===== config.mk =====
export PLATFORM = sky130hd
export DESIGN_NAME = evt_pkt_builder
export DESIGN_NICKNAME = d
export VERILOG_FILES = /design/src/rtl/evt_pkt_builder.sv
export SDC_FILE = /design/constraint.sdc
export NUM_CORES = 1
export LEC_CHECK = 0
export BUFFER_PORTS_ARGS = -buffer_cell sky130_fd_sc_hd__buf_2
export CORE_MARGIN = 1.5
export CORE_UTILIZATION = 52
export CTS_CLUSTER_SIZE = 28
export DETAILED_ROUTE_END_ITERATION = 10
export GPL_TIMING_DRIVEN = 1
export MAX_ROUTING_LAYER = met4
export PLACE_DENSITY = 0.77
export SYNTH_ARGS = -nofsm -noshare
export SYNTH_HDL_FRONTEND = slang
export SYNTH_SLANG_ARGS = --single-unit

===== constraint.sdc =====
create_clock -name clk -period 2.9 [get_ports clk]
set_clock_uncertainty 0.05 [all_clocks]
set_input_delay 0.435 -clock clk [delete_from_list [all_inputs] [get_ports clk]]
set_output_delay 0.435 -clock clk [all_outputs]
set_load 0.05 [all_outputs]

===== src/rtl/evt_pkt_builder.sv =====
module evt_pkt_builder #(
  parameter int BC_W   = 4,
  parameter int CNT_W  = 8,
  parameter int NCNT_W = 6,
  parameter int CH_W   = 7,
  parameter int AMP_W  = 5,
  parameter int Q_W    = 3,
  parameter int RAW_W  = 6,
  parameter int NCH    = 128,
  parameter int DBG_W  = 32
) (
  input  logic               clk,
  input  logic               rst_n,
  input  logic               ev_valid,
  input  logic [BC_W-1:0]    ev_bcid,
  input  logic [CNT_W-1:0]   ev_nhits,
  input  logic               ev_nzs,
  input  logic               ev_full,
  input  logic               ev_fill,
  input  logic [DBG_W-1:0]   ev_dbg,
  output logic               in_take,
  input  logic [CH_W-1:0]    in_chan,
  input  logic [AMP_W-1:0]   in_amp,
  input  logic [RAW_W-1:0]   in_raw,
  output logic               out_valid,
  output logic               out_bit,
  output logic               out_last,
  output logic [9:0]         pkt_len
);
  localparam int NZ_MAX   = (1 << NCNT_W) - 1;
  localparam int NORM_HDR = BC_W + 1 + NCNT_W;
  localparam int HIT_W    = CH_W + Q_W;
  localparam int SPEC_W   = BC_W + 1 + 3 + CNT_W;
  localparam int NZS_HDR  = BC_W + DBG_W;
  localparam int NZS_LEN  = NZS_HDR + NCH * RAW_W;
  localparam int SR_W     = (NZS_HDR > SPEC_W) ? NZS_HDR : SPEC_W;
  localparam int FW       = $clog2(SR_W + 1);
  localparam int MAXI     = (NCH > NZ_MAX) ? NCH : NZ_MAX;
  localparam int IW       = $clog2(MAXI + 1);
  localparam int SH       = AMP_W - Q_W;
  localparam logic [2:0] FL_OVF  = 3'b001;
  localparam logic [2:0] FL_TRNC = 3'b010;
  localparam logic [2:0] FL_FILL = 3'b100;

  logic [SR_W-1:0] sr;
  logic [FW-1:0]   bcnt;
  logic [IW-1:0]   items;
  logic            body_raw;
  logic [9:0]      sent;

  logic [SR_W-1:0] st_val;
  logic [FW-1:0]   st_w;
  logic [IW-1:0]   st_items;
  logic [9:0]      st_len;
  logic            st_raw;

  logic [AMP_W:0]  amp_rnd;
  logic [Q_W:0]    amp_top;
  logic [Q_W-1:0]  amp_q;

  assign amp_rnd = {1'b0, in_amp} + (AMP_W+1)'(1 << (SH - 1));
  assign amp_top = amp_rnd[AMP_W:SH];
  assign amp_q   = amp_top[Q_W] ? {Q_W{1'b1}} : amp_top[Q_W-1:0];

  always_comb begin
    st_raw   = 1'b0;
    st_items = '0;
    st_w     = FW'(SPEC_W);
    st_len   = 10'(SPEC_W);
    if (ev_fill)
      st_val = SR_W'({{BC_W{1'b1}}, 1'b1, FL_FILL, {CNT_W{1'b1}}});
    else if (ev_full)
      st_val = SR_W'({ev_bcid, 1'b1, FL_TRNC, ev_nhits});
    else if (ev_nzs) begin
      st_val   = SR_W'({ev_bcid, ev_dbg});
      st_w     = FW'(NZS_HDR);
      st_len   = 10'(NZS_LEN);
      st_items = IW'(NCH);
      st_raw   = 1'b1;
    end else if (ev_nhits > CNT_W'(NZ_MAX))
      st_val = SR_W'({ev_bcid, 1'b1, FL_OVF, ev_nhits});
    else begin
      st_val   = SR_W'({ev_bcid, 1'b0, ev_nhits[NCNT_W-1:0]});
      st_w     = FW'(NORM_HDR);
      st_items = IW'(ev_nhits);
      st_len   = 10'(NORM_HDR) + 10'(HIT_W) * 10'(ev_nhits);
    end
  end

  assign out_bit  = sr[SR_W-1];
  assign out_last = out_valid && (bcnt == FW'(1)) && (items == '0);
  assign in_take  = out_valid && (bcnt == FW'(1)) && (items != '0);

  always_ff @(posedge clk) begin
    if (!rst_n) begin
      out_valid <= 1'b0;
      sr        <= '0;
      bcnt      <= '0;
      items     <= '0;
      body_raw  <= 1'b0;
      pkt_len   <= '0;
      sent      <= '0;
    end else if (!out_valid) begin
      if (ev_valid) begin
        out_valid <= 1'b1;
        sr        <= st_val << (FW'(SR_W) - st_w);
        bcnt      <= st_w;
        items     <= st_items;
        body_raw  <= st_raw;
        pkt_len   <= st_len;
        sent      <= '0;
      end
    end else begin
      sent <= sent + 10'd1;
      if (bcnt != FW'(1)) begin
        sr   <= sr << 1;
        bcnt <= bcnt - FW'(1);
      end else if (items != '0) begin
        items <= items - IW'(1);
        if (body_raw) begin
          sr   <= SR_W'(in_raw) << (SR_W - RAW_W);
          bcnt <= FW'(RAW_W);
        end else begin
          sr   <= SR_W'({in_chan, amp_q}) << (SR_W - HIT_W);
          bcnt <= FW'(HIT_W);
        end
      end else begin
        out_valid <= 1'b0;
      end
    end
  end

  assert_start_R1: assert property (@(posedge clk) disable iff (!rst_n)
    (!out_valid && ev_valid) |=> out_valid);
  assert_take_in_pkt_R2: assert property (@(posedge clk) disable iff (!rst_n)
    in_take |-> out_valid);
  assert_len_stable_R8: assert property (@(posedge clk) disable iff (!rst_n)
    (out_valid && $past(out_valid)) |-> $stable(pkt_len));
  assert_last_count_R8: assert property (@(posedge clk) disable iff (!rst_n)
    out_last |-> (sent + 10'd1 == pkt_len));
  assert_last_ends_R8: assert property (@(posedge clk) disable iff (!rst_n)
    out_last |=> !out_valid);
  assert_busy_hold_R9: assert property (@(posedge clk) disable iff (!rst_n)
    (out_valid && !out_last) |=> (out_valid && $stable(pkt_len)));
  assert_fill_len_R6: assert property (@(posedge clk) disable iff (!rst_n)
    (!out_valid && ev_valid && ev_fill) |=> (pkt_len == 10'(SPEC_W)));
endmodule


; Word level (Yosys, flattened, before mapping)
; Index checks and enable logic that the tools add are counted.
; W data, S select, Z words.
[totals]
register_bits = 62
latch_bits = 0
ramBits = 0
rom_bits = 0
input_bits = 68
output_inout_bits = 14
word_cells = 67
mem_count = 0
[classes]
n_addsub = 5
multipliers = 1
n_div = 0
n_lt_le_gt_ge = 1
eq_ne = 5
shift = 1
mux = 38
bitwise = 1
n_reduce_logical = 9
[op_table]
columns = op, n
row1 = $mux W36, 8
row2 = $mux W8, 8
row3 = $mux W6, 7
row4 = $mux W10, 4
row5 = $shl A36 B6 Y36, 1
row6 = $mux W16, 1
row7 = $add A4 B10 Y10 const A, 1
row8 = $mul A3 B8 Y9 const A, 1
row9 = $gt A8 B6 Y1 const B, 1
row10 = $logic_not A8 Y1, 1
row11 = $reduce_bool A8 Y1, 1
row12 = $sub A8 B1 Y8 const B, 1
row13 = $mux W1, 7
row14 = $add A5 B2 Y6 const B, 1
row15 = $eq A6 B1 Y1 const B, 1
row16 = $ne A6 B1 Y1 const B, 1
row17 = $sub A6 B1 Y6 const B, 1
row18 = $sub A6 B6 Y6 const A, 1
row19 = $mux W5, 1
row20 = $mux W4, 1
row21 = $reduce_and A2 Y1, 2
row22 = $logic_and A1 B1 Y1, 3
row23 = $mux W3, 1
row24 = $ne A3 B1 Y1 const B, 1
row25 = other kinds (5), 5

; Depth between registers and ports, before layout
[depth]
depth_word = 9
mapped_depth = 15
depth_no_buf = 11

; Worst setup path after synthesis
; OpenSTA, ideal clock, no wires.
[synth_path]
path_kind = reg-to-output
startpoint = register bcnt[2]
endpoint = output port out_last
t_arrival_ns = 2.595
required_ns = 2.415
slack_ns = -0.180
path_stages_with_launch = 6
n_path_buf = 2
path_cell_list = dfxtp_1 -> or3_4 -> or3b_4 -> buf_2 -> clkbuf_1 -> nor3_1
[synth_via]
elab_chain_len = 3
[synth_rtl]
columns = element, line
row1 = "start, declared", 46  ; logic [FW-1:0] bcnt;
row2 = "start signal, assigned", 107  ; bcnt <= st_w;
row3 = "start signal, assigned", 117  ; bcnt <= bcnt - FW'(1);
row4 = "start signal, assigned", 122  ; bcnt <= FW'(RAW_W);
row5 = $eq A6 B1 Y1, 91  ; assign out_last = out_valid && (bcnt == FW'(1)) && (items == '0);
row6 = $logic_and A1 B1 Y1 (2 in a row), 91
row7 = "end, declared", 27  ; output logic out_last,
; No other way between the ends.

; Final worst setup path
[layout_path]
startpoint = register bcnt[2]
endpoint = register sr[27]
[layout_via]
elab_chain_len = 3
elab_cells_between_ends = 5
cone_classes = eq/ne: 2 / mux: 2 / reduce/logical: 1
[layout_rtl]
columns = element, line
row1 = $ne A6 B1 Y1 (*), 115  ; if (bcnt != FW'(1)) begin
row2 = $ne A3 B1 Y1 (no source line) / $mux W36 (equally long branches), --
row3 = $reduce_and A2 Y1 (no source line) / $mux W36 (equally long branches), --
row4 = "end signal, assigned", 116  ; sr <= sr << 1;
row5 = "end signal, assigned", 121  ; sr <= SR_W'(in_raw) << (SR_W - RAW_W);
row6 = "end signal, assigned", 124  ; sr <= SR_W'({in_chan, amp_q}) << (SR_W - HIT_W);
row7 = "end, declared", 45  ; logic [SR_W-1:0] sr;
; Mark *: on every way between the ends. The rest lies on a longest branch, timed or not.
; A chain may end at the register's enable or synchronous reset.

==> results.txt <==
largest net degree at the start of global routing -> 52
cts hold-fix bufs -> 0
P per Cell Area -> 492 nW/µm²
# DRC -> 0
H-tree Lvls -> 3
Seq pwr share -> 33.9%
status -> finished, final reports clean
Place WS -> 0.0680 ns
overall via count from detail_route -> 5479
min Tclk post-route -> 2.70 ns
Fmax -> 370 MHz
Antenna Cells -> 0
largest area contributor in the netlist -> dfxtp_1
total negative slack -> 0 ns
worst setup path endpoint -> sr[27]
core area -> 9280 µm²
initial antenna violation count -> 0
Worst IR Drop VDD -> 0.360 mV
Sequential Area -> 1240 µm²
Area Overhead vs Synth -> 19.9%
critical path required time -> 3.13 ns
Fill cells -> 854
switching power -> 0.987 mW
Synth Instances -> 644
clock-pin slew on the worst setup and hold paths -> 0.08 ns
Inst Count DP -> 852
CTS tree -> done
reg2reg setup slack -> 0.20 ns
Num CTS Buffers -> 9
fin cells -> 868
Fin Hold WS -> 0.338 ns
static leakage -> 2.63 nW
number of buffers added on ports -> 80
slew margin rel. -> 25.5%
row count -> 35
Crit Path Max Fanout -> 51
R2R cell count -> 8
starting density of the core -> 53.7%
Die Ht -> 101 µm
first-pass GRT wire length -> 25800 µm
synth warn -> 0
multi-input logic area -> 3460 µm²
DIE AREA -> 10200 µm²
Final Cell Area -> 5970 µm²
Post-CTS Setup Bufs -> 0
largest cells by area after synthesis -> dfxtp_1 (25%), mux2i_1 (7.2%), a21oi_1 (6.1%)
min-delay worst type -> input port to flop
post-detailed-route wirelength per cell -> 18.6 µm
initial DRC count -> 398
Yosys top cell area share -> 24.9%
kind of critical path -> flop to flop
RR Startpoint -> bcnt[2]
worst skew pair latency -> 0.36 ns
Netlist cell types -> 75
Sw Ratio -> 33.6%
CTS max path bufs -> 2
Placed Area -> 5720 µm²
final setup fails -> 0
fin crit share -> 93.3%
post-synthesis sequential area ratio -> 24.9%
drt total wl -> 16100 µm
async set-or-reset flop fraction in the synthesized netlist -> 0%
first drt pass iteration count -> 5
I/O pin total -> 82
grt total ovfl -> 0
Worst R2R End -> sr[27]
setup ws final -> 0.195 ns
Synth Cell Area -> 4980 µm²
total track usage -> 33.4%
crit path DAT -> 2.93 ns
internal power -> 1.95 mW
number of flops mapped to enable cells by yosys -> 0
Slew @ Worst Pin -> 1.12 ns
Hold Violations, Final -> 0
Die X -> 101 µm
Post-DRT Antenna Nets -> 0
Setup crit start kind -> flop
#FFs+latches synth -> 62
share of cells above drive strength 1 -> 24.4%
Crit. Startpoint -> bcnt[2]
Vias/cell -> 6.31
RSZ-0062 raised after global routing -> false
Slew Limit Fails -> 0
Synth Area per Inst -> 7.74 µm²
NumNets Final -> 823
endpoint class of the critical path -> flop
RD Place Congestion -> 0.993
power share of the combinational group -> 32.6%
Resize count post-CTS -> 0
clock sinks -> 62
CTS root buf -> clkbuf_8
syn nets -> 733
max cap viols -> 0
Synth Flop Type -> dfxtp_1
Post-DP HPWL -> 11900 µm
share of total power in the clock network -> 33.5%
vias in the first global route -> 5139
-- metal layers --
layer | vias up | part of all wire, % | GRT usage [%]
met4 | 0 | 3.6 | 13.3
met3 | 52 | 7.4 | 6.38
met5 | - | 0 | -
met2 | 259 | 47 | 54.6
met1 | 2584 | 42 | 40.4
li1 | 2584 | - | -
-- worst max-delay path, stage by stage, from the launching register on --
cell and delay [ns]:
dfxtp_1 0.35, or3_4 0.42, or3b_4 0.55, o21ai_4 0.29, nand2_1 0.18, buf_4 0.32, o21ai_1 0.17, a21oi_1 0.07
a21oi_1 0.18
-- synth_stat cells, types with 7 or more instances --
cell and count:
buf_2 13, nor3_1 19, o21ai_0 29, xor2_1 9, mux2_2 9, mux2i_1 36, a21oi_1 61, and2_1 7
clkbuf_1 27, dfxtp_1 62, nor2_1 56, inv_1 13, a221oi_1 15, ha_1 20, xnor2_1 8, a31oi_1 17
o211ai_1 8, nand2_1 58, o21ai_1 33, nand3_1 13
-- area by class of cell --
class | instances | share of cell area [%]
Timing Repair Buffer | 130 | 13.4
Sequential cell | 62 | 20.8
Tap cell | 129 | 2.70
Inverter | 16 | 1.01
Clock inverter | 3 | 1.51
Multi-Input combinational cell | 515 | 57.9
Clock buffer | 13 | 2.66
-- worst min-delay path by stage --
stage,from,endpoint,cells past startpoint
floorplan,sr[0],sr[0],2
global placement,pkt_len[0],pkt_len[0],2
detailed placement,pkt_len[0],pkt_len[0],2
CTS,ev_nhits[0],pkt_len[1],2
global route,ev_nhits[0],pkt_len[1],2
finish,ev_nhits[0],pkt_len[1],2
-- flip-flops by register name, indices dropped and copies added (netlist names) --
register   count
bcnt           6
body_raw       1
items          8
out_valid      1
pkt_len       10
sr            36
-- power by group through the flow --
stage	Combinational, mW	Clock (mW)	Sequential (mW)
floorplan	0.643	0	1.02
global placement	0.910	0	1.01
finish	0.959	0.985	0.997
detailed placement	0.935	0	1.01
global route	1.05	1.03	1.01
CTS	0.943	0.985	0.994
-- cells in the final DEF (no fill, tap or decap), types with 4 or more instances in the layout --
cell type	n
buf_2	80
dfxtp_1	62
a21oi_1	61
nand2_1	57
nor2_1	56
buf_4	48
mux2i_1	36
o21ai_1	33
o21ai_0	29
ha_1	19
nor3_1	18
a31oi_1	17
a221oi_1	15
inv_1	13
nand3_1	13
clkbuf_8	11
xor2_1	9
mux2_2	9
o211ai_1	8
xnor2_1	8
and2_1	7
o22ai_1	6
a22oi_1	6
and3_1	5
o211a_1	5
a21o_1	5
nor3b_1	5
a21boi_1	5
nor2b_1	4
o221a_1	4
a21boi_0	4
a211o_1	4
a221o_1	4
mux4_2	4
o32ai_1	4
-- logic make-up (layout without fill, tap and decap cells) --
| group | after synthesis | after routing | synth area share (%) |
|---|---|---|---|
| compound gates | 237 | 237 | 31.2 |
| simple gates | 190 | 190 | 18.4 |
| buf+inv | 67 | 162 | 5.83 |
| flops | 62 | 62 | 24.9 |
| mux | 50 | 50 | 11.3 |
| fa+ha+maj | 21 | 21 | 5.42 |
| xor+xnor | 17 | 17 | 2.99 |
-- through the flow --
step                      power, mW  utilization (%)
after global placement         1.92             61.7
after CTS                      2.92             64.3
after floorplan                1.66                -
after detailed placement       1.95             61.7
after global routing           3.08             64.3
final                          2.94             64.3
Power figures use the tool's default switching activity.
